File: src/rtl/fpi_pkg.sv
package fpi_pkg;

    typedef enum logic [1:0] {
        FOP_ADD = 2'd0,
        FOP_MUL = 2'd1,
        FOP_NEG = 2'd2,
        FOP_CMP = 2'd3
    } fop_e;

    localparam int unsigned FOP_COUNT = 4;
    localparam int unsigned FCNT_W    = 4;

    typedef logic [FCNT_W-1:0] fcnt_t;

    function automatic fcnt_t fop_latency(fop_e op);
        case (op)
            FOP_ADD: return fcnt_t'(4);
            FOP_MUL: return fcnt_t'(8);
            FOP_NEG: return fcnt_t'(2);
            default: return fcnt_t'(3);
        endcase
    endfunction

    function automatic fcnt_t fop_interval(fop_e op);
        case (op)
            FOP_ADD: return fcnt_t'(3);
            FOP_MUL: return fcnt_t'(4);
            FOP_NEG: return fcnt_t'(1);
            default: return fcnt_t'(2);
        endcase
    endfunction

endpackage

File: src/rtl/fpi_reg_score.sv
module fpi_reg_score #(
    parameter int unsigned NREG = 32,
    parameter int unsigned CW   = 4,
    localparam int unsigned RW  = $clog2(NREG)
) (
    input  logic          clk,
    input  logic          rst,
    input  logic          load_en,
    input  logic [RW-1:0] load_idx,
    input  logic [CW-1:0] load_val,
    output logic [NREG-1:0] ready
);

    logic [CW-1:0] cnt [NREG];

    always_ff @(posedge clk) begin
        if (rst) begin
            for (int i = 0; i < NREG; i++) cnt[i] <= '0;
        end else begin
            for (int i = 0; i < NREG; i++) begin
                if (load_en && (load_idx == RW'(i)))
                    cnt[i] <= load_val;
                else if (cnt[i] != '0)
                    cnt[i] <= cnt[i] - 1'b1;
            end
        end
    end

    // the granted destination holds the supplied count one cycle later
    a_r9_dst_loaded: assert property (@(posedge clk) disable iff (rst)
        load_en |=> cnt[$past(load_idx)] == $past(load_val));

    genvar g;
    generate
        for (g = 0; g < NREG; g++) begin : g_reg
            assign ready[g] = (cnt[g] == '0);

            // an unloaded pending count falls by exactly one
            a_r11_countdown: assert property (@(posedge clk) disable iff (rst)
                (!(load_en && load_idx == RW'(g)) && cnt[g] != '0)
                    |=> cnt[g] == $past(cnt[g]) - 1'b1);
        end
    endgenerate

endmodule

File: src/rtl/fpi_type_gate.sv
module fpi_type_gate #(
    parameter int unsigned NTYPE = 4,
    parameter int unsigned CW    = 4,
    localparam int unsigned TW   = $clog2(NTYPE)
) (
    input  logic             clk,
    input  logic             rst,
    input  logic             fire,
    input  logic [TW-1:0]    fire_type,
    input  logic [CW-1:0]    fire_val,
    output logic [NTYPE-1:0] busy
);

    logic [CW-1:0] cnt [NTYPE];

    always_ff @(posedge clk) begin
        if (rst) begin
            for (int t = 0; t < NTYPE; t++) cnt[t] <= '0;
        end else begin
            for (int t = 0; t < NTYPE; t++) begin
                if (fire && (fire_type == TW'(t)))
                    cnt[t] <= fire_val;
                else if (cnt[t] != '0)
                    cnt[t] <= cnt[t] - 1'b1;
            end
        end
    end

    // a grant arms its class counter with the supplied spacing
    a_r6_class_armed: assert property (@(posedge clk) disable iff (rst)
        fire |=> cnt[$past(fire_type)] == $past(fire_val));

    genvar g;
    generate
        for (g = 0; g < NTYPE; g++) begin : g_type
            assign busy[g] = (cnt[g] != '0);

            // a class inside its repeat interval is never fired
            a_r6_busy_no_fire: assert property (@(posedge clk) disable iff (rst)
                busy[g] |-> !(fire && fire_type == TW'(g)));
        end
    endgenerate

endmodule

File: src/rtl/fpi_issue_ctl.sv
module fpi_issue_ctl #(
    parameter int unsigned NREG = 32,
    localparam int unsigned RW  = $clog2(NREG)
) (
    input  logic            clk,
    input  logic            rst,
    input  logic            req_valid,
    input  logic [1:0]      req_op,
    input  logic [RW-1:0]   req_src_a,
    input  logic [RW-1:0]   req_src_b,
    input  logic [RW-1:0]   req_dst,
    output logic            issue,
    output logic            stall_struct,
    output logic            stall_raw,
    output logic [NREG-1:0] reg_ready
);
    import fpi_pkg::*;

    fop_e  op;
    fcnt_t lat;
    fcnt_t ival;
    fcnt_t dst_load;
    fcnt_t type_load;
    logic [FOP_COUNT-1:0] type_busy;

    always_comb begin
        op        = fop_e'(req_op);
        lat       = fop_latency(op);
        ival      = fop_interval(op);
        dst_load  = lat - 1'b1;
        type_load = ival - 1'b1;
    end

    always_comb begin
        stall_struct = req_valid && type_busy[req_op];
        stall_raw    = req_valid && (!reg_ready[req_src_a] || !reg_ready[req_src_b]);
        issue        = req_valid && !stall_struct && !stall_raw;
    end

    fpi_reg_score #(
        .NREG (NREG),
        .CW   (FCNT_W)
    ) u_score (
        .clk      (clk),
        .rst      (rst),
        .load_en  (issue),
        .load_idx (req_dst),
        .load_val (dst_load),
        .ready    (reg_ready)
    );

    fpi_type_gate #(
        .NTYPE (FOP_COUNT),
        .CW    (FCNT_W)
    ) u_gate (
        .clk       (clk),
        .rst       (rst),
        .fire      (issue),
        .fire_type (req_op),
        .fire_val  (type_load),
        .busy      (type_busy)
    );

    // an empty request slot raises neither grant nor stall
    a_r8_idle_quiet: assert property (@(posedge clk) disable iff (rst)
        !req_valid |-> !issue && !stall_struct && !stall_raw);

    // a pending source register forbids a grant
    a_r7_pending_src_blocks: assert property (@(posedge clk) disable iff (rst)
        (req_valid && !reg_ready[req_src_a]) |-> !issue);

endmodule

File: config.mk
export PLATFORM = sky130hd
export DESIGN_NAME = fpi_issue_ctl
export DESIGN_NICKNAME = d
export VERILOG_FILES = /design/src/rtl/fpi_pkg.sv /design/src/rtl/fpi_reg_score.sv /design/src/rtl/fpi_type_gate.sv /design/src/rtl/fpi_issue_ctl.sv
export SDC_FILE = /design/constraint.sdc
export NUM_CORES = 1
export LEC_CHECK = 0
export ABC_CLOCK_PERIOD_IN_PS = 4000
export CAP_MARGIN = 20
export CELL_PAD_IN_SITES_DETAIL_PLACEMENT = 0
export CELL_PAD_IN_SITES_GLOBAL_PLACEMENT = 1
export CORE_ASPECT_RATIO = 1.75
export CORE_MARGIN = 8
export CORE_UTILIZATION = 51
export DETAILED_ROUTE_END_ITERATION = 10
export DONT_BUFFER_PORTS = 1
export PLACE_DENSITY_LB_ADDON = 0.1
export SETUP_SLACK_MARGIN = 0.05
export SLEW_MARGIN = 20
export SYNTH_ARGS = -nofsm -noshare
export SYNTH_HDL_FRONTEND = slang
export SYNTH_SLANG_ARGS = --single-unit
File: constraint.sdc
create_clock -name clk -period 4 [get_ports clk]
set_input_delay 0.8 -clock clk [delete_from_list [all_inputs] [get_ports clk]]
set_output_delay 0.8 -clock clk [all_outputs]
set_load 0.03 [all_outputs]
* Word level (Yosys, flattened, before mapping)
Memories as Yosys holds them, arrays and structs flattened. Index checks and enable logic that the tools add are counted.
Word-level totals: flip-flop bits (word level) 0, memory bits (writable) 144, input port bits 20, output and inout bits 35, word-level logic and storage cells 598, memories kept 2
Memories:
- u_score.cnt | depth 32, width 4, rd ports 32, clocked after memory_dff 0, wr ports 32, RTL line fpi_reg_score.sv:14 | logic [CW-1:0] cnt [NREG];
- u_gate.cnt | depth 4, width 4, rd ports 4, clocked after memory_dff 0, wr ports 4, RTL line fpi_type_gate.sv:14 | logic [CW-1:0] cnt [NTYPE];
Cells by class: add/subtract/negate cells 38, magnitude comparators 3, equality and inequality tests 34, muxes and demuxes 334, bitwise gates (word level) 72, reductions and logical operators 115
Operators with widths (count):
- $mux 4 | 72
- $mux 1 | 257
- $sub 4x1->4 const B | 38
- $reduce_bool 4->1 | 36
- $logic_not 4->1 | 32
- $eq 5x5->1 const B | 16
- $or 1x1->1 | 72
- $eq 5x4->1 const B | 8
- $logic_and 1x1->1 | 40
- $eq 5x3->1 const B | 4
- $lt 5x6->1 const B | 2
- $pmux 4 s3 | 1
- $bmux 1 s5 | 2
- $eq 5x2->1 const B | 2
- $pmux 3 s3 | 1
- $eq 5x1->1 const B | 1
- $logic_not 5->1 | 1
- $eq 2x2->1 const B | 2
- $logic_not 1->1 | 4
- $lt 2x3->1 const B | 1
- $bmux 1 s2 | 1
- $eq 2x1->1 const B | 1
- $logic_not 2->1 | 1
- $logic_or 1x1->1 | 1

* Depth between registers and ports, before layout
Gate-level depths: netlist of run 1. An unclocked memory read counts as a cell.
depth after elaboration 15, depth in mapped cells 13, gate-level depth less buffers 11

* Modules after synthesis
Synthesis of run 1 repeated with hierarchy kept, for this count alone.
Unflattened totals: cell total of the unflattened synthesis 1087, area total of the unflattened synthesis 10690.3 um2
Modules (own cells, without submodules):
- fpi_reg_score | instances 1, cells each 896, area an instance 8847.2 um2, seq. area each 3843.7 um2
- fpi_type_gate | instances 1, cells each 111, area an instance 1088.5 um2, seq. area each 480.5 um2
- fpi_issue_ctl | instances 1, cells each 80, area an instance 754.5 um2, seq. area each 0.0 um2

* Least setup slack after synthesis of run 1
OpenSTA, ideal clock, no wires.
path type register to register, start memory u_score.cnt[25][0] (netlist: u_score.cnt[1][36]), end memory u_gate.cnt[48][0] (netlist: u_gate.cnt[3][0]), data pin, setup time 260 ps, arrival time 3765 ps, data required time 3740 ps, setup slack -25 ps, cell stages (with the launch flop) 12, path buffers 1, period minus slack after synthesis 4025 ps, cell sequence edfxtp_1 inv_1 ha_1 nor3b_1 mux4_2 mux2_2 o22ai_1 a211o_1 buf_6 nor2_1 nand2_1 mux2_2
RTL lines (RTL line):
- from (decl) | fpi_reg_score.sv:14
- to (decl) | fpi_type_gate.sv:14

==> summary.md, run 1 <==
| Metric | Value |
|---|---|
| Status | finished, final reports clean |
| Non-Filler Instances | ~1300 |
| Min Tclk post-route | ~3.8 ns |
| Die Wd | 122.7 um |
| P_leak | between 4 and 5 nW |
| Vias in the first global route | 8600 |
| DR WL/cell | roughly 21 um |
| Sequential area share after synthesis | between 40% and 50% |
| Routed vias | 8247 |
| Die area | 24880 um2 |
| Drt pass-1 iters | 5 |
| Sequential Power Share | 32.8% |
| Largest fanout on the critical path | 4 |
| DP Wirelength | 20430 um |
| Max cap viols | 0 |
| Synth Warn # | 0 |
| Mapped Area | between 10000 and 15000 um2 |
| Gate power share | 51.0% |
| Clock Latency Late Sink | 0.43 ns |
| Mean Syn Cell Area | 9.699 um2 |
| Distinct cells, synth | 60 |
| Pwr/cell area | 840.6 nW/um2 |
| Num Clock Sinks | approximately 140 |
| Peak supply drop | 0.0003949 V |
| Root Driver | clkbuf_16 |
| Clk_skew | between 0.007 and 0.008 ns |
| Placed cells | 1313 |
| Rows | a little under 70 |
| FMAX | ~0.26 GHz |
| Clk pwr share | between 10% and 20% |
| Share of Yosys cell area claimed by the top area cell type | 42.54% |
| Filler cell count | approximately 1800 |
| Share of layout cells above drive strength 1 | 17.35% |
| Die Ht | about 200 um |
| Final period utilization | between 90% and 100% |
| Clk slew on worst S/H paths | 0.06 ns |
| Initial Utilization | between 50 and 60% |
| Mapped Nets | 1113 |
| Final ANT Viol Nets | 0 |
| Setup TNS | 0 ns |
| Syn Inst Count | approximately 1000 |
| NumNets Final | 1153 |
| Antenna violations before repair | 0 |
| Largest cells by area after synthesis | edfxtp_1 (43%), ha_1 (5.5%), nor3_1 (4.5%) |
| Slew margin rel. | 38.47% |
| #FFs+latches synth | 144 |
| CTS tree | done |
| Largest net degree at the start of global routing | 124 |
| Largest area contributor in the netlist | edfxtp_1 |
| Number of remaining DRC errors | 0 |
| Storage cell area | approximately 4300 um2 |
| Post-DR vias/cell | between 6 and 7 |
| Switching Share | 41.31% |
| Fin. max-slew vios | 0 |
| Number of flops mapped to enable cells by yosys | 144 |
| Fin Hold WS | between 0.5 and 0.6 ns |
| Slew @ Worst Pin | between 0.9 and 1 ns |
| Multi-input gate area | 5321 um2 |
| Worst Hold Class | in2reg |
| Area grow syn2layout | 12.75% |
| Post-CTS Hold Buffers | 0 |
| Dominant synthesized flop cell | edfxtp_1 |
| CP Capture Type | output port |
| CTS Buffer Depth | 2 |
| Req. time, crit path | 3.20 ns |
| Final wirelength | approximately 28000 um |
| RSZ-0062 raised after global routing | no |
| Initial drt markers | 417 |
| Final setup fails | 0 |
| # H-tree levels | 4 |
| GPL Wtd Cong | 0.8465 |
| CP Launch Type | flip-flop |
| Total core area | 19650 um2 |
| P_sw | 0.003980 W |
| CTS Buf Count | 17 |
| GRT Resource Usage Total | 23.41% |
| Post-synth ARST share | 0% |
| First-pass GRT wire length | 45200 um |
| WS Path Type | reg2out |
| Arr. time, crit path | 3.05 ns |
| Io pins | 55 |
| Overflow left after global routing | 0 |
| Final hold vios | 0 |
| I/O Buffers | 0 |
| P_int | between 0.005 and 0.006 W |
| N_diodes | 0 |
==> critical path, stage by stage, from the launching register on <==
cell and delay (ns):
edfxtp_1 0.38, inv_1 0.06, ha_1 0.24, nor3b_1 0.15
buf_4 0.16, mux4_2 0.46, mux2_2 0.27, o22ai_1 0.35
a211o_1 0.32, nor2_4 0.09, buf_12 0.14
==> power groups by stage <==
stage | Clock (W) | Sequential (W) | Combinational (W)
after floorplan | 0 | 0.00304 | 0.00356
after global placement | 0 | 0.00315 | 0.00481
after detailed placement | 0 | 0.00318 | 0.00487
after CTS | 0.00159 | 0.00315 | 0.00492
after global routing | 0.00164 | 0.00327 | 0.00545
final | 0.00156 | 0.00316 | 0.00491
==> Yosys cell counts (4+ instances only) <==
cell	number
edfxtp_1	144
inv_1	106
nor3_1	91
nand3_1	69
nand2_1	58
a21oi_1	51
nor2_1	51
ha_1	45
clkbuf_1	39
o21ai_0	34
or3_1	34
mux2_2	29
o41ai_1	25
a211oi_1	24
nor4_1	20
nand4_1	19
nor3b_2	19
mux2i_1	18
nor2b_1	17
nand2b_1	14
xnor2_1	14
and3_1	11
nor3b_1	11
xor2_1	9
and2_1	8
a31o_2	7
mux4_2	6
nor3b_4	6
o211ai_1	5
o22ai_1	5
a21o_1	4
buf_2	4
mux2_4	4
or3b_2	4
==> cell type report <==
class                   instances  share of cell area [%]
clock inverters                15                   1.277
multi-input cells             750                   46.43
repair buffers                 68                   4.672
inverters                     107                   3.504
clock buffers                  17                   3.712
flip-flops and latches        144                   37.73
well taps                     245                   2.675
==> cells by family after synthesis <==
group	Yosys count	share of synthesized area [%]
buffers and inverters	154	5.884
DFF	144	42.54
muxes	57	6.905
xor gates and xnor gates	23	1.982
adders and majority gates	45	5.539
and+or+nand+nor	442	24.93
AOI/OAI and AO/OA	183	12.22
==> through the flow <==
stage	util, %	area [um2]	setup WS [ns]	power, W
after floorplan	-	10180	0.05401	0.006598
after global placement	55.20	10850	0.4492	0.007961
after CTS	58.15	11430	0.09348	0.009662
after global routing	58.31	11460	0.04659	0.01035
after detailed placement	55.20	10850	0.3520	0.008052
final	58.31	11460	0.1514	0.009634
==> routing by layer <==
metal,GRT usage [%],vias up,share of wire (%)
met3,5.257,48,5.4
met5,0,-,0
met1,24.85,3967,38
met2,41.39,206,53
li1,-,4026,-
met4,12.82,0,3.8
==> timing repair <==
| item | 4_1_cts | 5_1_grt |
|---|---|---|
| resized for setup | 2 | 5 |
| endpoints found under the setup margin | 2 | 2 |
| buffers inserted | 0 | 1 |
| pin swaps | 0 | 1 |
==> layout by cell type (no fill, tap or decap), drive strengths merged, types with 19 or more instances in the layout <==
| cell | count |
|---|---|
| nand4 | 19 |
| nand3 | 69 |
| o21ai | 34 |
| nor3b | 36 |
| a21oi | 51 |
| nor3 | 91 |
| nor4 | 20 |
| o41ai | 25 |
| inv | 106 |
| or3 | 34 |
| edfxtp | 144 |
| mux2 | 33 |
| nor2 | 51 |
| buf | 68 |
| ha | 45 |
| a211oi | 25 |
| nand2 | 58 |
==> final timing paths <==
kind | to | cells past startpoint | slack [ns] | startpoint
min reg2reg | u_score.cnt[0][32] | 1 | 0.61 | u_score.cnt[0][32]
max | issue | 10 | 0.15 | u_score.cnt[1][44]
min | flip-flop | 1 | 0.58 | rst
max reg2reg | u_score.cnt[0][54] | 13 | 0.28 | u_score.cnt[1][44]
Power figures use the tool's default switching activity.
==> run 2, diff against run 1 <==
SYNTH_HIERARCHICAL = 1   (was unset)
==> run 2 against run 1 <==
Net effect: utilization decreased by 1.5 points; largest power group unchanged; final cell count increased by 1.5%; fmax increased by 1.0%; clock-buffer cell count increased by 2; worst setup slack improved by 0.039 ns; sequential power decreased by 2%; largest cell class unchanged.
==> summary.md, run 2 <==
| Metric | Value |
|---|---|
| Status | finished, final reports clean |
| Number of flops mapped to enable cells by yosys | about 140 |
| GPL Wtd Cong | 0.8200 |
| Clock Latency Late Sink | about 0.42 ns |
| Post-CTS Hold Buffers | 0 |
| GR Util met1 | 23.34% |
| GRT Resource Usage Total | between 20% and 30% |
| Synth Warn # | 6 |
| Req. time, crit path | about 3.2 ns |
| RSZ-0062 raised after global routing | yes |
| Final period utilization | 95.23% |
| Final wirelength | 29330 um |
| Share of Yosys cell area claimed by the top area cell type | between 40% and 50% |
| Mapped Area | 10690 um2 |
| Placed cells | roughly 1300 |
| Syn Inst Count | about 1100 |
| Final setup fails | 0 |
| Peak supply drop | roughly 0.00036 V |
| Commonest non-fill, non-tap cells in the layout | edfxtp_1 (144), inv_1 (117), a21oi_1 (90) |
| DR WL/cell | about 21 um |
| Root Driver | clkbuf_16 |
| DP Wirelength | between 20000 and 25000 um |
| Initial Utilization | 51.50% |
| #FFs+latches synth | 144 |
| Number of remaining DRC errors | 0 |
| Die area | 26030 um2 |
| Num Clock Sinks | 144 |
| Largest area contributor in the netlist | edfxtp_1 |
| Largest net degree at the start of global routing | between 100 and 150 |
| Setup TNS | 0 ns |
| Routed vias | between 8000 and 9000 |
| GR met2 Demand/Resource | between 40% and 50% |
| Clk slew on worst S/H paths | about 0.06 ns |
| Vias in the first global route | 8458 |
| WS Path Type | reg2out |
| Final worst-path setup slack | 0.1908 ns |
| Post-DR vias/cell | 6.155 |
| CTS tree | done |
| Slew @ Worst Pin | between 0.8 and 0.9 ns |
| GRT met3 Usage | approximately 5.5% |
| Mean Syn Cell Area | 9.835 um2 |
| Commonest non-fill, non-tap cell in the layout | edfxtp_1 |
| NumNets Final | roughly 1200 |
| Die Ht | 207.5 um |
| Post-synth ARST share | 0% |
| Pwr/cell area | ~800 nW/um2 |
| Top reg by flops | u_score/cnt |
| Area grow syn2layout | 10.28% |
| Die Wd | 125.4 um |
| Rows | 70 |
| Drt pass-1 iters | 7 |
| Sequential area share after synthesis | a little over 40% |
| Final Core Density | 56.79% |
| Final hold vios | 0 |
| Slew margin rel. | 45.73% |
| CTS Buf Count | 17 |
| Dominant synthesized flop cell | edfxtp_1 |
| Worst-case reg-to-reg path depth | 14 |
| GRT busiest layer | met2 |
| CP Capture Type | output port |
| Final ANT Viol Nets | 0 |
| P_leak | 4.587 nW |
| Fin. max-slew vios | 0 |
| Arr. time, crit path | approximately 3 ns |
| Worst Hold Class | in2reg |
| Clk_skew | around 0.007 ns |
| # H-tree levels | 4 |
| FMAX | about 0.26 GHz |
| Distinct cells, synth | 68 |
| Place WS | 0.1633 ns |
| Biggest regs | u_score/cnt x128, u_gate/cnt x16 |
| Share of layout cells above drive strength 1 | 19.66% |
| First-pass GRT wire length | between 40000 and 50000 um |
| Non-Filler Instances | 1366 |
| N_diodes | 0 |
| Largest cells by area after synthesis | edfxtp_1 (40%), o211ai_1 (5.1%), ha_1 (4.7%) |
| Min Tclk post-route | 3.809 ns |
| Synth cell count leaders | edfxtp_1 (144), inv_1 (124), a21oi_1 (90) |
| Initial drt markers | roughly 540 |
| Largest register FFs | 128 |
| Antenna violations before repair | 0 |
| Io pins | 55 |
| Max cap viols | 0 |
| Largest fanout on the critical path | 7 |
| I/O Buffers | 0 |
| Total core area | 20760 um2 |
| CP Launch Type | flip-flop |
| Top-count cell post-synth | edfxtp_1 |
| Overflow left after global routing | 0 |
| Hold Path Depth | 1 |
| Fin Hold WS | between 0.5 and 0.6 ns |
| CTS Buffer Depth | 2 |
-- run 2: cell types whose count changed in the layout (fill, tap and decap cells not counted), sizes merged, moves of 20 or more --
cell,previous run,this run
a211oi,25,3
a21oi,51,99
nand2,58,37
nor3,91,51
nor3b,36,13
nor4,20,0
o211ai,5,73
o21ai,34,9
o41ai,25,0
or3,34,12
or3b,4,25
-- run 2: path summary, 6_finish.rpt --
check	start	end	slack, ns
min reg2reg	u_score/cnt[0][51]	u_score/cnt[0][51]	0.68
max reg2reg	u_score/cnt[0][12]	u_score/cnt[1][13]	0.21
max	u_score/cnt[0][12]	issue	0.19
min	rst	u_gate/cnt[1][2]	0.57
-- run 2: repair_timing --
action / in CTS / in global routing
setup endpoints to repair: 2 / 59
pin swaps: 1 / 9
hold endpoints to repair: 0 / 0
gates resized for setup: 0 / 9
setup buffers: 1 / 8
cloned: 0 / 0
-- run 2: cell type report --
class                           instances  area (um2)
Tap cell                              252       315.3
Sequential cell                       144        4324
Clock buffer                           19       432.9
Clock inverter                         10       50.05
Multi-Input combinational cell        742        5594
Fill cell                            1948        8969
Timing Repair Buffer                   74       580.6
Inverter                              125       491.7
-- run 2: critical path: stages, from the launching register on --
cell,delay (ns)
edfxtp_1,0.39
inv_1,0.09
ha_1,0.20
or3b_2,0.53
clkinvlp_4,0.13
mux4_2,0.24
nor2b_4,0.14
a211oi_2,0.05
a21oi_1,0.16
o221ai_2,0.15
nor3b_4,0.24
buf_4,0.26
-- run 2: cells by family after synthesis --
group,Yosys count,share of synthesized area [%]
AOI/OAI and AO/OA,249,16.90
xor gates and xnor gates,47,3.851
adders and majority gates,40,4.682
buffers and inverters,207,8.357
DFF,144,40.45
muxes,76,8.638
other,1,0.03508
and+or+nand+nor,323,17.09
-- run 2: metal layers --
layer | vias to the layer above | wire length, um
met1 | 4097 | 10920
met4 | 0 | 814
met5 | - | 0
li1 | 4039 | -
met3 | 43 | 1672
met2 | 229 | 15920
-- run 2: stage by stage --
step	power (W)	instance area [um2]
3_5_place_dp	0.008206	11200
5_1_grt	0.01027	11790
2_1_floorplan	0.006936	10790
6_report	0.009584	11790
4_1_cts	0.009606	11700
3_3_place_gp	0.008135	11200
-- run 2: report_power, final --
group	leakage, nW	internal (W)	switching, W
combinational	2.74	0.00233	0.00282
clock	0.234	0.000766	0.000590
sequential	1.61	0.00265	0.000437
==> run 3, diff against run 2 <==
HOLD_SLACK_MARGIN = 0.08   (was unset)
SETUP_SLACK_MARGIN = unset   (was 0.05)
==> run 3 against run 2 <==
Net effect: cell area fell by 0.20%; routed wire length is essentially flat; largest cell class unchanged; clock-buffer cell count up 1; register-to-register slack worse by 0.02 ns; critical path depth unchanged; clock skew rose by 0.00067 ns.
==> summary.md, run 3 (synthesized netlist as in run 2, its figures left out) <==
| Metric | Value |
|---|---|
| Routed vias | 8422 |
| CP dominant cell by count | inv_1 |
| Critical-path top delay cell | or3b_2 |
| Area grow syn2layout | 10.05% |
| Final period utilization | 96.99% |
| Post-CTS Hold Buffers | 0 |
| Final setup fails | 0 |
| Slew margin rel. | roughly 34% |
| NumNets Final | 1160 |
| Final worst-path setup slack | 0.1204 ns |
| RSZ-0062 raised after global routing | yes |
| Clk_skew | 0.007652 ns |
| WS Path Type | reg2out |
| Min Tclk post-route | 3.880 ns |
| Status | finished, final reports clean |
| Initial drt markers | 511 |
| FMAX | 0.2578 GHz |
| Clk pwr share | 15.1% |
| CP bufs+invs | 4 |
| Share of layout cells above drive strength 1 | between 20% and 30% |
| Req. time, crit path | 3.20 ns |
| N_diodes | 0 |
| Max cap viols | 0 |
| Place WS | 0.1363 ns |
| Non-Filler Instances | 1365 |
| P_sw | 0.003872 W |
| P_int | 0.005817 W |
| Peak supply drop | 0.0003997 V |
| Fin Hold WS | 0.5693 ns |
| Die Ht | around 210 um |
| Initial Utilization | 51.50% |
| Final wirelength | 29300 um |
| Commonest non-fill, non-tap cells in the layout | edfxtp_1 (144), inv_1 (115), a21oi_1 (86) |
| CP Launch Type | flip-flop |
| Crit-path cells | inv_1 > ha_1 > or3b_2 > inv_1 > mux4_1 > a211oi_2 > a21oi_2 > o221ai_2 > nor3b_4 > buf_6 > buf_4 |
| Total core area | 20760 um2 |
| Die area | 26030 um2 |
| Clk slew on worst S/H paths | 0.06 ns |
| Arr. time, crit path | ~3.1 ns |
| CP Capture Type | output port |
| Io pins | 55 |
| CTS Buf Count | 17 |
| Switching Share | 39.96% |
| Sequential Power Share | a little under a third |
| Top Family by Delay on Critical Path | simple AND/OR/NAND/NOR gates |
| Slew @ Worst Pin | 0.9924 ns |
| Clock Latency Late Sink | 0.44 ns |
| Largest net degree at the start of global routing | 120 |
| Fin. max-slew vios | 0 |
| CTS tree | done |
| Crit path largest cell delay | 0.51 ns |
| Gate power share | 53.0% |
| Post-DR vias/cell | about 6.2 |
| Die Wd | 125.4 um |
| Worst Hold Class | in2reg |
| Final ANT Viol Nets | 0 |
| I/O Buffers | 0 |
| Final hold vios | 0 |
| Largest fanout on the critical path | 8 |
| Commonest non-fill, non-tap cell in the layout | edfxtp_1 |
| GRT Resource Usage Total | 22.78% |
| Antenna violations before repair | 0 |
| Number of remaining DRC errors | 0 |
| DP Wirelength | between 20000 and 25000 um |
| DR WL/cell | 21.47 um |
| Largest register FFs | 128 |
| GPL Wtd Cong | 0.8263 |
| # H-tree levels | 4 |
| CTS Buffer Depth | 2 |
| Filler cell count | 1897 |
| Pwr/cell area | 823.6 nW/um2 |
| Biggest regs | u_score/cnt x128, u_gate/cnt x16 |
| Num Clock Sinks | ~140 |
| Top reg by flops | u_score/cnt |
| Vias in the first global route | between 8000 and 9000 |
| Placed cells | 1327 |
| Rows | 70 |
| First-pass GRT wire length | 46500 um |
| Root Driver | clkbuf_16 |
| Overflow left after global routing | 0 |
| Drt pass-1 iters | 5 |
| P_leak | 4.608 nW |
| Storage cell area | 4324 um2 |
| Multi-input gate area | 5585 um2 |
==> run 3: worst paths after layout <==
path / end / slack (ns) / startpoint / cells past startpoint
worst min register to register: u_score/cnt[0][23] / 0.68 / u_score/cnt[0][23] / 2
worst max-delay path: issue / 0.12 / u_score/cnt[0][44] / 11
worst max register to register: u_score/cnt[0][2] / 0.19 / u_score/cnt[0][44] / 15
worst min-delay path: u_gate/cnt[1][1] / 0.57 / rst / 1
==> run 3: layer usage <==
layer	track usage (%)	share of wire (%)
met1	24.44	38
met2	41.43	53
met3	4.990	5.5
met4	10.47	3.4
met5	0	0
==> run 3: area by class of cell <==
type	instances	area share, %
flip-flops and latches	144	36.75
multi-input cells	742	47.47
well taps	252	2.680
repair buffers	70	4.584
clock buffers	20	3.712
clock inverters	12	0.8083
inverters	125	3.988
==> run 3: repair_timing <==
action	in CTS	in global routing
gates cloned	1	0
pin swaps	1	2
buffers inserted	1	4
endpoints found under the setup margin	1	38
resized for setup	4	17
==> run 3: power by group through the flow <==
stage / combinational (W) / clock [W] / sequential [W]
2_1_floorplan: 0.00390 / 0 / 0.00300
5_1_grt: 0.00568 / 0.00154 / 0.00319
3_3_place_gp: 0.00501 / 0 / 0.00310
4_1_cts: 0.00511 / 0.00149 / 0.00309
3_5_place_dp: 0.00506 / 0 / 0.00312
6_report: 0.00514 / 0.00146 / 0.00309
==> run 3: through the flow <==
| step | TNS, ns | area (um2) | utilization (%) | total power [W] |
|---|---|---|---|---|
| 6_report | 0 | 11770 | 56.68 | 0.009689 |
| 2_1_floorplan | 0 | 10760 | - | 0.006903 |
| 3_5_place_dp | 0 | 11160 | 53.77 | 0.008182 |
| 5_1_grt | -0.04410 | 11770 | 56.68 | 0.01041 |
| 4_1_cts | 0 | 11710 | 56.41 | 0.009697 |
| 3_3_place_gp | 0 | 11160 | 53.77 | 0.008109 |
